$ cat src/rtl/owt_pkg.sv
package owt_pkg;

    typedef enum logic [1:0] {
        PH_IDLE  = 2'd0,
        PH_WAIT  = 2'd1,
        PH_PULSE = 2'd2
    } phase_e;

    typedef struct packed {
        logic run;
        logic trig_en;
        logic edge_rise;
        logic both_edges;
        logic pol_low;
    } ctrl_t;

    function automatic logic out_level(input logic pol_low, input logic active);
        return pol_low ^ active;
    endfunction

endpackage

$ cat src/rtl/owt_trig_detect.sv
module owt_trig_detect #(
    parameter int SYNC_STAGES = 2
) (
    input  logic clk,
    input  logic rst,
    input  logic pin,
    input  logic enable,
    input  logic edge_rise,
    input  logic both_edges,
    output logic hit
);
    localparam int LAST = SYNC_STAGES - 1;

    logic [LAST:0] sync_q;
    logic          prev_q;
    logic          rise_w, fall_w;

    generate
        if (SYNC_STAGES == 1) begin : g_one
            always_ff @(posedge clk) begin
                if (rst) sync_q <= '0;
                else     sync_q <= pin;
            end
        end else begin : g_chain
            always_ff @(posedge clk) begin
                if (rst) sync_q <= '0;
                else     sync_q <= {sync_q[LAST-1:0], pin};
            end
        end
    endgenerate

    always_ff @(posedge clk) begin
        if (rst) prev_q <= 1'b0;
        else     prev_q <= sync_q[LAST];
    end

    assign rise_w = sync_q[LAST] & ~prev_q;
    assign fall_w = ~sync_q[LAST] & prev_q;

    always_comb begin
        if (!enable)         hit = 1'b0;
        else if (both_edges) hit = rise_w | fall_w;
        else if (edge_rise)  hit = rise_w;
        else                 hit = fall_w;
    end


    disabled_quiet_chk: assert property (@(posedge clk) disable iff (rst)
        !enable |-> !hit);

endmodule

$ cat src/rtl/owt_reload_regs.sv
module owt_reload_regs #(
    parameter int CW = 8
) (
    input  logic          clk,
    input  logic          rst,
    input  logic          run,
    input  logic          wr_en,
    input  logic          wr_sel,
    input  logic [CW-1:0] wr_data,
    output logic [CW-1:0] wait_rld,
    output logic [CW-1:0] width_rld,
    output logic          cnt_ld
);
    always_ff @(posedge clk) begin
        if (rst) begin
            wait_rld  <= '0;
            width_rld <= '0;
        end else if (wr_en) begin
            if (wr_sel) width_rld <= wr_data;
            else        wait_rld  <= wr_data;
        end
    end

    // stopped write of the wait value goes straight into the live counter too
    assign cnt_ld = wr_en & ~wr_sel & ~run;

endmodule

$ cat src/rtl/owt_core.sv
module owt_core
    import owt_pkg::*;
#(
    parameter int CW = 8
) (
    input  logic          clk,
    input  logic          rst,
    input  logic          run,
    input  logic          go,
    input  logic [CW-1:0] wait_rld,
    input  logic [CW-1:0] width_rld,
    input  logic          cnt_ld,
    input  logic [CW-1:0] ld_data,
    output logic          active,
    output logic          irq
);
    phase_e        phase_q;
    logic [CW-1:0] cnt_q;
    logic          cnt_zero;

    assign cnt_zero = (cnt_q == '0);

    always_ff @(posedge clk) begin
        if (rst) begin
            phase_q <= PH_IDLE;
            cnt_q   <= '0;
            irq     <= 1'b0;
        end else begin
            irq <= 1'b0;
            if (!run) begin
                phase_q <= PH_IDLE;
                if (phase_q != PH_IDLE) cnt_q <= wait_rld;
                if (cnt_ld)             cnt_q <= ld_data;
            end else begin
                unique case (phase_q)
                    PH_IDLE: begin
                        if (go) phase_q <= PH_WAIT;
                    end
                    PH_WAIT: begin
                        if (cnt_zero) begin
                            phase_q <= PH_PULSE;
                            cnt_q   <= width_rld;
                        end else begin
                            cnt_q <= cnt_q - 1'b1;
                        end
                    end
                    PH_PULSE: begin
                        if (cnt_zero) begin
                            phase_q <= PH_IDLE;
                            cnt_q   <= wait_rld;
                            irq     <= 1'b1;
                        end else begin
                            cnt_q <= cnt_q - 1'b1;
                        end
                    end
                    default: phase_q <= PH_IDLE;
                endcase
            end
        end
    end

    assign active = (phase_q == PH_PULSE);


    wait_to_pulse_chk: assert property (@(posedge clk) disable iff (rst)
        (run && phase_q == PH_WAIT && cnt_zero) |=>
            (phase_q == PH_PULSE && cnt_q == $past(width_rld)));


    irq_single_chk: assert property (@(posedge clk) disable iff (rst)
        irq |=> !irq);


    irq_after_pulse_chk: assert property (@(posedge clk) disable iff (rst)
        irq |-> (phase_q == PH_IDLE && $past(phase_q) == PH_PULSE));


    stop_idle_chk: assert property (@(posedge clk) disable iff (rst)
        !run |=> (phase_q == PH_IDLE && !irq));


    idle_hold_chk: assert property (@(posedge clk) disable iff (rst)
        (run && phase_q == PH_IDLE && !go) |=> $stable(cnt_q));


    busy_ignore_chk: assert property (@(posedge clk) disable iff (rst)
        (run && phase_q == PH_PULSE && !cnt_zero) |=> phase_q == PH_PULSE);

endmodule

$ cat src/rtl/owt_timer.sv
module owt_timer
    import owt_pkg::*;
#(
    parameter int CW          = 8,
    parameter int SYNC_STAGES = 2
) (
    input  logic          clk,
    input  logic          rst,
    input  logic          run,
    input  logic          trig_en,
    input  logic          edge_rise,
    input  logic          both_edges,
    input  logic          pol_low,
    input  logic          sw_start,
    input  logic          trig_pin,
    input  logic          wr_en,
    input  logic          wr_sel,
    input  logic [CW-1:0] wr_data,
    output logic          pulse_out,
    output logic          irq
);
    ctrl_t         ctrl;
    logic          pin_hit;
    logic          go;
    logic          active;
    logic [CW-1:0] wait_rld;
    logic [CW-1:0] width_rld;
    logic          cnt_ld;

    assign ctrl = '{run: run, trig_en: trig_en, edge_rise: edge_rise,
                    both_edges: both_edges, pol_low: pol_low};

    owt_trig_detect #(.SYNC_STAGES(SYNC_STAGES)) u_trig (
        .clk        (clk),
        .rst        (rst),
        .pin        (trig_pin),
        .enable     (ctrl.trig_en),
        .edge_rise  (ctrl.edge_rise),
        .both_edges (ctrl.both_edges),
        .hit        (pin_hit)
    );

    owt_reload_regs #(.CW(CW)) u_regs (
        .clk       (clk),
        .rst       (rst),
        .run       (ctrl.run),
        .wr_en     (wr_en),
        .wr_sel    (wr_sel),
        .wr_data   (wr_data),
        .wait_rld  (wait_rld),
        .width_rld (width_rld),
        .cnt_ld    (cnt_ld)
    );

    assign go = pin_hit | sw_start;

    owt_core #(.CW(CW)) u_core (
        .clk       (clk),
        .rst       (rst),
        .run       (ctrl.run),
        .go        (go),
        .wait_rld  (wait_rld),
        .width_rld (width_rld),
        .cnt_ld    (cnt_ld),
        .ld_data   (wr_data),
        .active    (active),
        .irq       (irq)
    );

    assign pulse_out = out_level(ctrl.pol_low, active);


    idle_level_chk: assert property (@(posedge clk) disable iff (rst)
        !run |=> (pulse_out == pol_low));

endmodule

$ cat config.mk
export PLATFORM = sky130hd
export DESIGN_NAME = owt_timer
export DESIGN_NICKNAME = d
export VERILOG_FILES = /design/src/rtl/owt_pkg.sv /design/src/rtl/owt_trig_detect.sv /design/src/rtl/owt_reload_regs.sv /design/src/rtl/owt_core.sv /design/src/rtl/owt_timer.sv
export SDC_FILE = /design/constraint.sdc
export NUM_CORES = 1
export LEC_CHECK = 0
export ABC_AREA = 0
export BUFFER_PORTS_ARGS = -buffer_cell sky130_fd_sc_hd__buf_2
export CAP_MARGIN = 20
export CORE_MARGIN = 1.5
export CORE_UTILIZATION = 60
export DETAILED_ROUTE_END_ITERATION = 8
export PLACE_DENSITY = 0.9
export SKIP_CTS_REPAIR_TIMING = 1
export SLEW_MARGIN = 20
export SYNTH_ARGS = -nofsm -noshare
export SYNTH_HDL_FRONTEND = slang
export SYNTH_SLANG_ARGS = --single-unit
export TNS_END_PERCENT = 50
$ cat constraint.sdc
create_clock -name clk -period 4.89 [get_ports clk]
set_clock_uncertainty 0.15 [all_clocks]
set_input_delay 0.978 -clock clk [delete_from_list [all_inputs] [get_ports clk]]
set_output_delay 0.978 -clock clk [all_outputs]
set_load 0.01 [all_outputs]
== After elaboration in Yosys (flattened, before gate mapping) ==
Index checks and enable logic that the tools add are counted.

* Register bits: 30
* Input bits: 19
* Output and inout port bits: 2
* Word-level logic and storage cells: 50

* Add/subtract/negate cells: 1
* Equal/unequal tests: 6
* Muxes and demuxes: 14
* Bitwise operators: 12
* Reduce and logical (&&, ||, !) cells: 10

{| class="wikitable"
|+ Operators by type and width
! kind !! count
|-
| 8-bit 2-to-1 mux || 5
|-
| 8-bit case mux with 2 select lines || 1
|-
| 8-bit zero test || 1
|-
| 8-bit by 1-bit subtractor with 8-bit output, second input constant || 1
|-
| 2-bit 2-to-1 mux || 3
|-
| 2-bit case mux with 3 select lines || 1
|-
| 2-bit AND reduction || 3
|-
| 1-bit NOT || 5
|-
| 1-bit bitwise AND || 4
|-
| 1-bit 2-to-1 mux || 4
|-
| 2-bit by 1-bit inequality test with 1-bit output, second input constant || 2
|-
| 3-bit by 1-bit inequality test with 1-bit output, second input constant || 1
|-
| 3-bit AND reduction || 1
|-
| 3-bit nonzero test || 1
|-
| 3-bit OR reduction || 1
|-
| 2-bit by 1-bit == test with 1-bit output, second input constant || 1
|-
| 2-bit == test, second input constant || 1
|-
| 2-bit zero test || 1
|-
| 2-bit inequality test, second input constant || 1
|-
| 1-bit OR || 2
|-
| 2-bit nonzero test || 1
|-
| 2-bit OR reduction || 1
|-
| 1-bit bitwise XOR || 1
|}

== Longest topological paths before layout ==
Gate-level depths: netlist of run 1.

* Depth in word-level cells: 8
* Gate-level depth with buffers: 8
* Gate-level depth less buffers: 7

== Modules after synthesis ==
Synthesis of run 1 repeated with hierarchy kept, for this count alone.

* Cell total of the unflattened synthesis: 198
* Area, all modules: 1799.2 um^2

{| class="wikitable"
|+ By module, submodules not included
! module !! instances !! cells each !! area an instance (um^2) !! sequential area each (um^2)
|-
| owt_core || 1 || 118 || 958.4 || 220.2
|-
| owt_reload_regs || 1 || 65 || 691.9 || 320.3
|-
| owt_trig_detect || 1 || 13 || 133.9 || 60.1
|-
| owt_timer || 1 || 2 || 15.0 || 0.0
|}

== Worst setup path before layout of run 1 ==
Ideal clock, no wire load.

* Kind: input to output
* Start point: in pol_low
* End point: out pulse_out
* Data arrival time: 1.211 ns
* Data required time: 3.762 ns
* Path slack: 2.551 ns
* Stages: 1
* Path buffers: 0
* Path through: xnor2_1

* Longest elaborated chain between the ends: 1

{| class="wikitable"
|+ RTL lines
! element !! RTL line !! text
|-
| start: declaration || owt_timer.sv:13 || <nowiki>input logic pol_low,</nowiki>
|-
| 1-bit bitwise XOR || owt_pkg.sv:18 || <nowiki>return pol_low ^ active;</nowiki>
|-
| end: declaration || owt_timer.sv:19 || <nowiki>output logic pulse_out,</nowiki>
|}

Every way passes these cells.

== Worst setup path after layout of run 1 ==
* Start point: reg u_core.phase_q[0]
* End point: out pulse_out

* Longest elaborated chain between the ends: 2

{| class="wikitable"
|+ RTL lines
! element !! RTL line !! text
|-
| start: declaration || owt_core.sv:17 || <nowiki>phase_e phase_q;</nowiki>
|-
| start signal: assignment || owt_core.sv:25 || <nowiki>phase_q <= PH_IDLE;</nowiki>
|-
| start signal: assignment || owt_core.sv:31 || <nowiki>phase_q <= PH_IDLE;</nowiki>
|-
| start signal: assignment || owt_core.sv:37 || <nowiki>if (go) phase_q <= PH_WAIT;</nowiki>
|-
| 2-bit == test || owt_core.sv:62 || <nowiki>assign active = (phase_q == PH_PULSE);</nowiki>
|-
| 1-bit bitwise XOR || owt_pkg.sv:18 ||
|}

Every way passes these cells.

==> flow_metrics.tcl, run 1 <==
set metrics [dict create \
    drc 0 \
    pin_count 21 \
    p_sw_uw 178.7 \
    p_per_area_nw_per_um2 332.4 \
    syn_avg_cell_area_sq_um 8.616 \
    antennaDiodeCount 0 \
    routabilityCongestion 0.8614 \
    p_sw_share_pct 31.43 \
    crit_fanout 11 \
    wl_per_cell_microns 14.62 \
    place_area_sq_um 1650 \
    nFillCells 198 \
    timing.fmax_mhz 372.1 \
    fin_crit_sh_pct 54.96 \
    yosysUniqueCellTypes 39 \
    p_clk_share_pct 26.2 \
    synth_largest_area_cell "dfxtp_1" \
    min_period_ps 2687 \
    dieWidth_microns 54.55 \
    clockBufferDepth 2 \
    cts_tree "done" \
    yosys_warnings 0 \
    seq_area_frac_synth_pct 37.68 \
    clock_sinks 30 \
    multi_input_area_sq_um 885.9 \
    seqCellArea_sq_um 600.6 \
    insertion_delay_ps 310 \
    tns_ps 0 \
    end_kind "primary output" \
    grt_pass1_wl_microns 5540 \
    startpoint_type "flip-flop" \
    power.internal_uw 389.9 \
    hold_depth 1 \
    max_slew_margin_pct 39.72 \
    track_usage_pct 26.44 \
    peakVddDrop_mv 0.3069 \
    drtIter0Drc 55 \
    min-delay-start "u_trig.sync_q[0]$_SDFF_PP0_" \
    ff2ff_setup_slack_ps 2960 \
    drtAntennaViolNets 0 \
    place.port_buffers 20 \
    clockRootBuffer "clkbuf_4" \
    fp.dieH_microns 54.55 \
    start_util_pct 63.76 \
    power.total_uw 568.6 \
    r2r-start "u_core.phase_q[0]$_SDFFE_PP0P_" \
    hpwl_microns 2444 \
    die-area_sq_um 2975 \
    worstPathArrival_ps 1560 \
    min_to "u_trig.sync_q[1]$_SDFF_PP0_" \
    finalWirelength_microns 3391 \
    overflow 0 \
    grt_max_degree 29 \
    synth_top_area_share_pct 37.68 \
    htree_levels 2 \
    worst_pin_slew_ps 898.7 \
    fin_nets 224 \
    synth_area_leaders "dfxtp_1 (38%), mux2i_1 (8.2%), nor2_1 (6.8%)" \
    fin_area_sq_um 1710 \
    route.vias.total 1329 \
    r2r_end "u_core.cnt_q[6]$_SDFFE_PP0P_" \
    drv_slew 0 \
    via_per_inst 5.728 \
    hold_class "flip-flop to flip-flop" \
    path_class "flip-flop to primary output" \
    ys_ff_latch 30 \
    outcome "finished, final reports clean" \
    rows 18 \
    cts_buffers 5 \
    finalHoldViolations 0 \
    drive_gt1_share_pct 17.82 \
    core-area_sq_um 2500 \
    syn2layout_area_growth_pct 7.300 \
    pwr-share-comb_pct 25.5 \
    critPathRequiredTime_ps 3760 \
    fin_ws_ps 2203 \
    cap_violations 0 \
    p_leak_nw 0.6972 \
    seqPwrFrac_pct 48.3 \
    final-setup-viol-count 0 \
    pre_cts_slack_ps 2003 \
    syn_area_sq_um 1594 \
    path_clk_slew_ps 90 \
    synthCells 185 \
    antenna_found_initial 0 \
    grt_pass1_vias 1199 \
    synthesis.nets 208 \
    rsz0062_at_grt "false" \
    r2r_cells 4 \
    dr.pass1.iters 5 \
]
logic make-up (layout without fill, tap and decap cells):
logic type / after synthesis / in the layout / share of synthesized area, %
simple gates: 76 / 76 / 23.86
compound gates: 38 / 38 / 17.11
flops: 30 / 30 / 37.68
buf+inv: 18 / 35 / 6.750
mux: 13 / 13 / 8.163
xor+xnor: 6 / 6 / 3.297
fa+ha+maj: 4 / 4 / 3.140
flip-flops by register name, summed over array words and instances (netlist names):
name and count:
u_trig.prev_q 1, u_core.cnt_q 8, u_core.phase_q 2, u_regs.width_rld 8, u_trig.sync_q 2, u_regs.wait_rld 8
u_core.irq 1
cells in the mapped netlist:
master	count
nor4_4	1
nand2_1	15
inv_1	7
nor2_1	29
buf_4	3
a21o_1	1
nand2_2	1
a2111oi_0	1
o31a_1	1
buf_6	2
o211ai_2	1
nor3b_2	2
and2_1	2
nor2b_1	5
a41oi_1	1
clkbuf_8	1
buf_2	3
nand2_4	1
a221oi_2	1
a31oi_1	1
clkbuf_1	2
ha_1	4
nor3b_1	2
o31ai_2	1
a32o_1	1
o21ai_2	1
o21ai_0	2
a221oi_1	1
nor3_1	7
xnor2_1	4
mux2i_1	13
nand2b_1	2
o211ai_1	2
dfxtp_1	30
xor2_1	2
a211o_1	2
nand3_1	9
a211oi_1	7
a21oi_1	14
per-stage QoR:
| stage | utilization (%) | hold slack [ps] | std cells |
|---|---|---|---|
| after floorplan | - | 263.8 | 185 |
| after global placement | 66.02 | 267.0 | 224 |
| after detailed placement | 66.02 | 284.5 | 224 |
| after CTS | 68.42 | 306.0 | 232 |
| after global routing | 68.42 | 326.8 | 232 |
| final | 68.42 | 298.0 | 232 |
metal layers:
metal	up-vias	wire length, microns	track usage [%]
met3	4	189	7.923
li1	676	-	-
met5	-	0	0
met4	0	34	6.667
met2	42	1640	41.97
met1	607	1526	35.03
power groups by stage:
stage	clock network, mW	logic, mW	registers [mW]
3_5_place_dp	0	0.142	0.280
3_3_place_gp	0	0.136	0.279
4_1_cts	0.152	0.144	0.274
5_1_grt	0.164	0.160	0.277
2_1_floorplan	0	0.122	0.276
6_report	0.149	0.145	0.274
worst max path at each step:
stage	startpoint	endpoint	cells past startpoint
final	u_core.phase_q[0]$_SDFFE_PP0P_	pulse_out	3
after global routing	u_core.phase_q[0]$_SDFFE_PP0P_	pulse_out	3
after CTS	u_core.phase_q[0]$_SDFFE_PP0P_	pulse_out	3
after detailed placement	wr_en	u_core.cnt_q[4]$_SDFFE_PP0P_	6
after global placement	wr_en	u_core.cnt_q[4]$_SDFFE_PP0P_	6
after floorplan	pol_low	pulse_out	1
cell type report:
cell class                      instances  area share (%)
Multi-Input combinational cell        137           51.79
Sequential cell                        30           35.11
Timing Repair Buffer                   20           5.852
Clock buffer                            7           3.219
Tap cell                               30           2.195
Inverter                                7           1.536
Clock inverter                          1          0.2926
cell usage in the layout (no fill, tap or decap), types with 2 or more instances in the layout:
cell type | synthesis | final
a211oi_1 | 7 | 7
nor3b_1 | 2 | 2
xor2_1 | 2 | 2
nor2_1 | 29 | 29
nand2b_1 | 2 | 2
dfxtp_1 | 30 | 30
o21ai_0 | 2 | 2
clkbuf_4 | 0 | 5
mux2i_1 | 13 | 13
inv_1 | 7 | 7
nor2b_1 | 5 | 5
xnor2_1 | 4 | 4
nand3_1 | 9 | 9
a21oi_1 | 14 | 14
nor3_1 | 7 | 7
ha_1 | 4 | 4
and2_1 | 2 | 2
buf_2 | 3 | 20
o211ai_1 | 2 | 2
nand2_1 | 15 | 15
a211o_1 | 2 | 2
nor3b_2 | 2 | 2
worst max-delay path: stages, from the launching register on:
cell,delay [ps]
dfxtp_1,450
nand2b_1,480
xnor2_1,170
buf_2,150
No activity file was read; power rests on OpenSTA's default activity.
==> run 2: changes to the inputs <==
CORE_UTILIZATION = 56   (was 60)
PLACE_DENSITY = 0.86   (was 0.9)
clock period = 2.8 ns   (was 4.89 ns; I/O delays follow)
==> run 2 against run 1 <==
Compared with the run above: global-route usage is 3.0 points lower; clock power is 58% higher; sequential power is 75% higher; power is 70% higher; via count hardly changed; worst setup slack worse by 1700 ps; clock-buffer cell count stayed put; routed wire length is 3.7% lower; critical path type unchanged; highest routed layer unchanged.
==> flow_metrics.tcl, run 2 (synthesis gave the netlist of run 1 again) <==
set metrics [dict create \
    grt_pass1_vias 1297 \
    dr.pass1.iters 4 \
    antennaDiodeCount 0 \
    path_clk_slew_ps 80 \
    hold_depth 2 \
    min_to "u_trig.sync_q[0]$_SDFF_PP0_" \
    hold_class "input pin to flip-flop" \
    fin_crit_sh_pct 82.92 \
    cap_violations 0 \
    drtIter0Drc 41 \
    htree_levels 2 \
    rows 19 \
    place_area_sq_um 1674 \
    final_cells 235 \
    hpwl_microns 2309 \
    critPathRequiredTime_ps 2090 \
    p_sw_share_pct 31.89 \
    p_per_area_nw_per_um2 561.2 \
    p_leak_nw 0.7017 \
    fin_nets 227 \
    outcome "finished, final reports clean" \
    path_class "flip-flop to primary output" \
    final_util_pct 62.88 \
    crit_fanout 11 \
    min_period_ps 2322 \
    overflow 0 \
    wl_per_cell_microns 13.90 \
    cts_buffers 5 \
    drive_gt1_share_pct 18.14 \
    grt_max_degree 28 \
    worst_setup_path_startpoint "u_core.phase_q[0]$_SDFFE_PP0P_" \
    dieWidth_microns 56.35 \
    placed_cells 228 \
    seqPwrFrac_pct 49.6 \
    antenna_found_initial 0 \
    min-delay-start "trig_pin" \
    startpoint_type "flip-flop" \
    r2r_end "u_core.cnt_q[3]$_SDFFE_PP0P_" \
    p_sw_uw 307.7 \
    finalWirelength_microns 3267 \
    fin_area_sq_um 1719 \
    routabilityCongestion 0.7829 \
    fin_hold_ws_ps 287.4 \
    final-setup-viol-count 0 \
    max_slew_margin_pct 63.09 \
    fp.dieH_microns 56.35 \
    worstPathArrival_ps 1610 \
    insertion_delay_ps 340 \
    clockRootBuffer "clkbuf_4" \
    start_util_pct 58.31 \
    tns_ps 0 \
    finalHoldViolations 0 \
    r2r-start "u_core.phase_q[0]$_SDFFE_PP0P_" \
    power.total_uw 964.8 \
    route.vias.total 1330 \
    worst_pin_slew_ps 553.6 \
    power.internal_uw 657.1 \
    drtAntennaViolNets 0 \
    clock_sinks 30 \
    p_clk_share_pct 24.5 \
    die-area_sq_um 3175 \
    grt_pass1_wl_microns 5699 \
    mostFrequentLayoutCell "dfxtp_1" \
    rsz0062_at_grt "false" \
    drc 0 \
    core-area_sq_um 2734 \
    syn2layout_area_growth_pct 7.849 \
    track_usage_pct 23.48 \
    timing.fmax_mhz 430.7 \
    reg_top3 "u_core.cnt_q (8), u_regs.wait_rld (8), u_regs.width_rld (8)" \
    clockBufferDepth 2 \
    place.port_buffers 20 \
    pin_count 21 \
    drv_slew 0 \
    cts_tree "done" \
    ff2ff_setup_slack_ps 870 \
    mostFrequentLayoutCells "dfxtp_1 (30), nor2_1 (29), buf_2 (20), nand2_1 (15), a21oi_1 (14)" \
    r2r_cells 5 \
    pre_cts_slack_ps 580.1 \
    end_kind "primary output" \
    fin_ws_ps 478.3 \
    peakVddDrop_mv 0.4412 \
    via_per_inst 5.660 \
    pwr-share-comb_pct 25.9 \
]
[run 2: cell types whose count changed in the layout (fill, tap and decap cells not counted), sizes merged]
cell	change
clkinv	-1
buf	+3
[run 2: layer usage]
layer / up-vias / GRT usage [%] / part of all wire, %
met5: - / 0 / 0
met4: 0 / 10.20 / 1.8
met3: 7 / 6.912 / 3.7
met2: 20 / 38.99 / 50
met1: 622 / 28.08 / 44
li1: 681 / - / -
[run 2: how the worst max path moves through the flow]
| stage | to | slack, ps | cells after the start |
|---|---|---|---|
| global route | pulse_out | 350 | 3 |
| global placement | u_core.cnt_q[2]$_SDFFE_PP0P_ | 650 | 6 |
| finish | pulse_out | 480 | 3 |
| floorplan | u_core.cnt_q[3]$_SDFFE_PP0P_ | 960 | 7 |
| detailed placement | u_core.cnt_q[2]$_SDFFE_PP0P_ | 580 | 6 |
| CTS | pulse_out | 460 | 3 |
[run 2: worst max-delay path, cell delays in order, from the launching register on]
cell	delay [ps]
dfxtp_1	460
nand2b_1	500
xnor2_1	170
buf_2	150
[run 2: layout make-up]
class / count / area (sq um)
multi-input combinational: 137 / 885.9
sequential: 30 / 600.6
inverter: 7 / 26.28
timing repair buffer: 23 / 122.6
fill: 238 / 1015
tap: 31 / 38.79
clock buffer: 7 / 45.04
[run 2: power groups by stage]
stage	sequential (mW)	clock [mW]	combinational, mW
5_1_grt	0.483	0.263	0.282
2_1_floorplan	0.482	0	0.213
6_report	0.479	0.236	0.250
4_1_cts	0.478	0.239	0.250
3_3_place_gp	0.487	0	0.245
3_5_place_dp	0.488	0	0.249
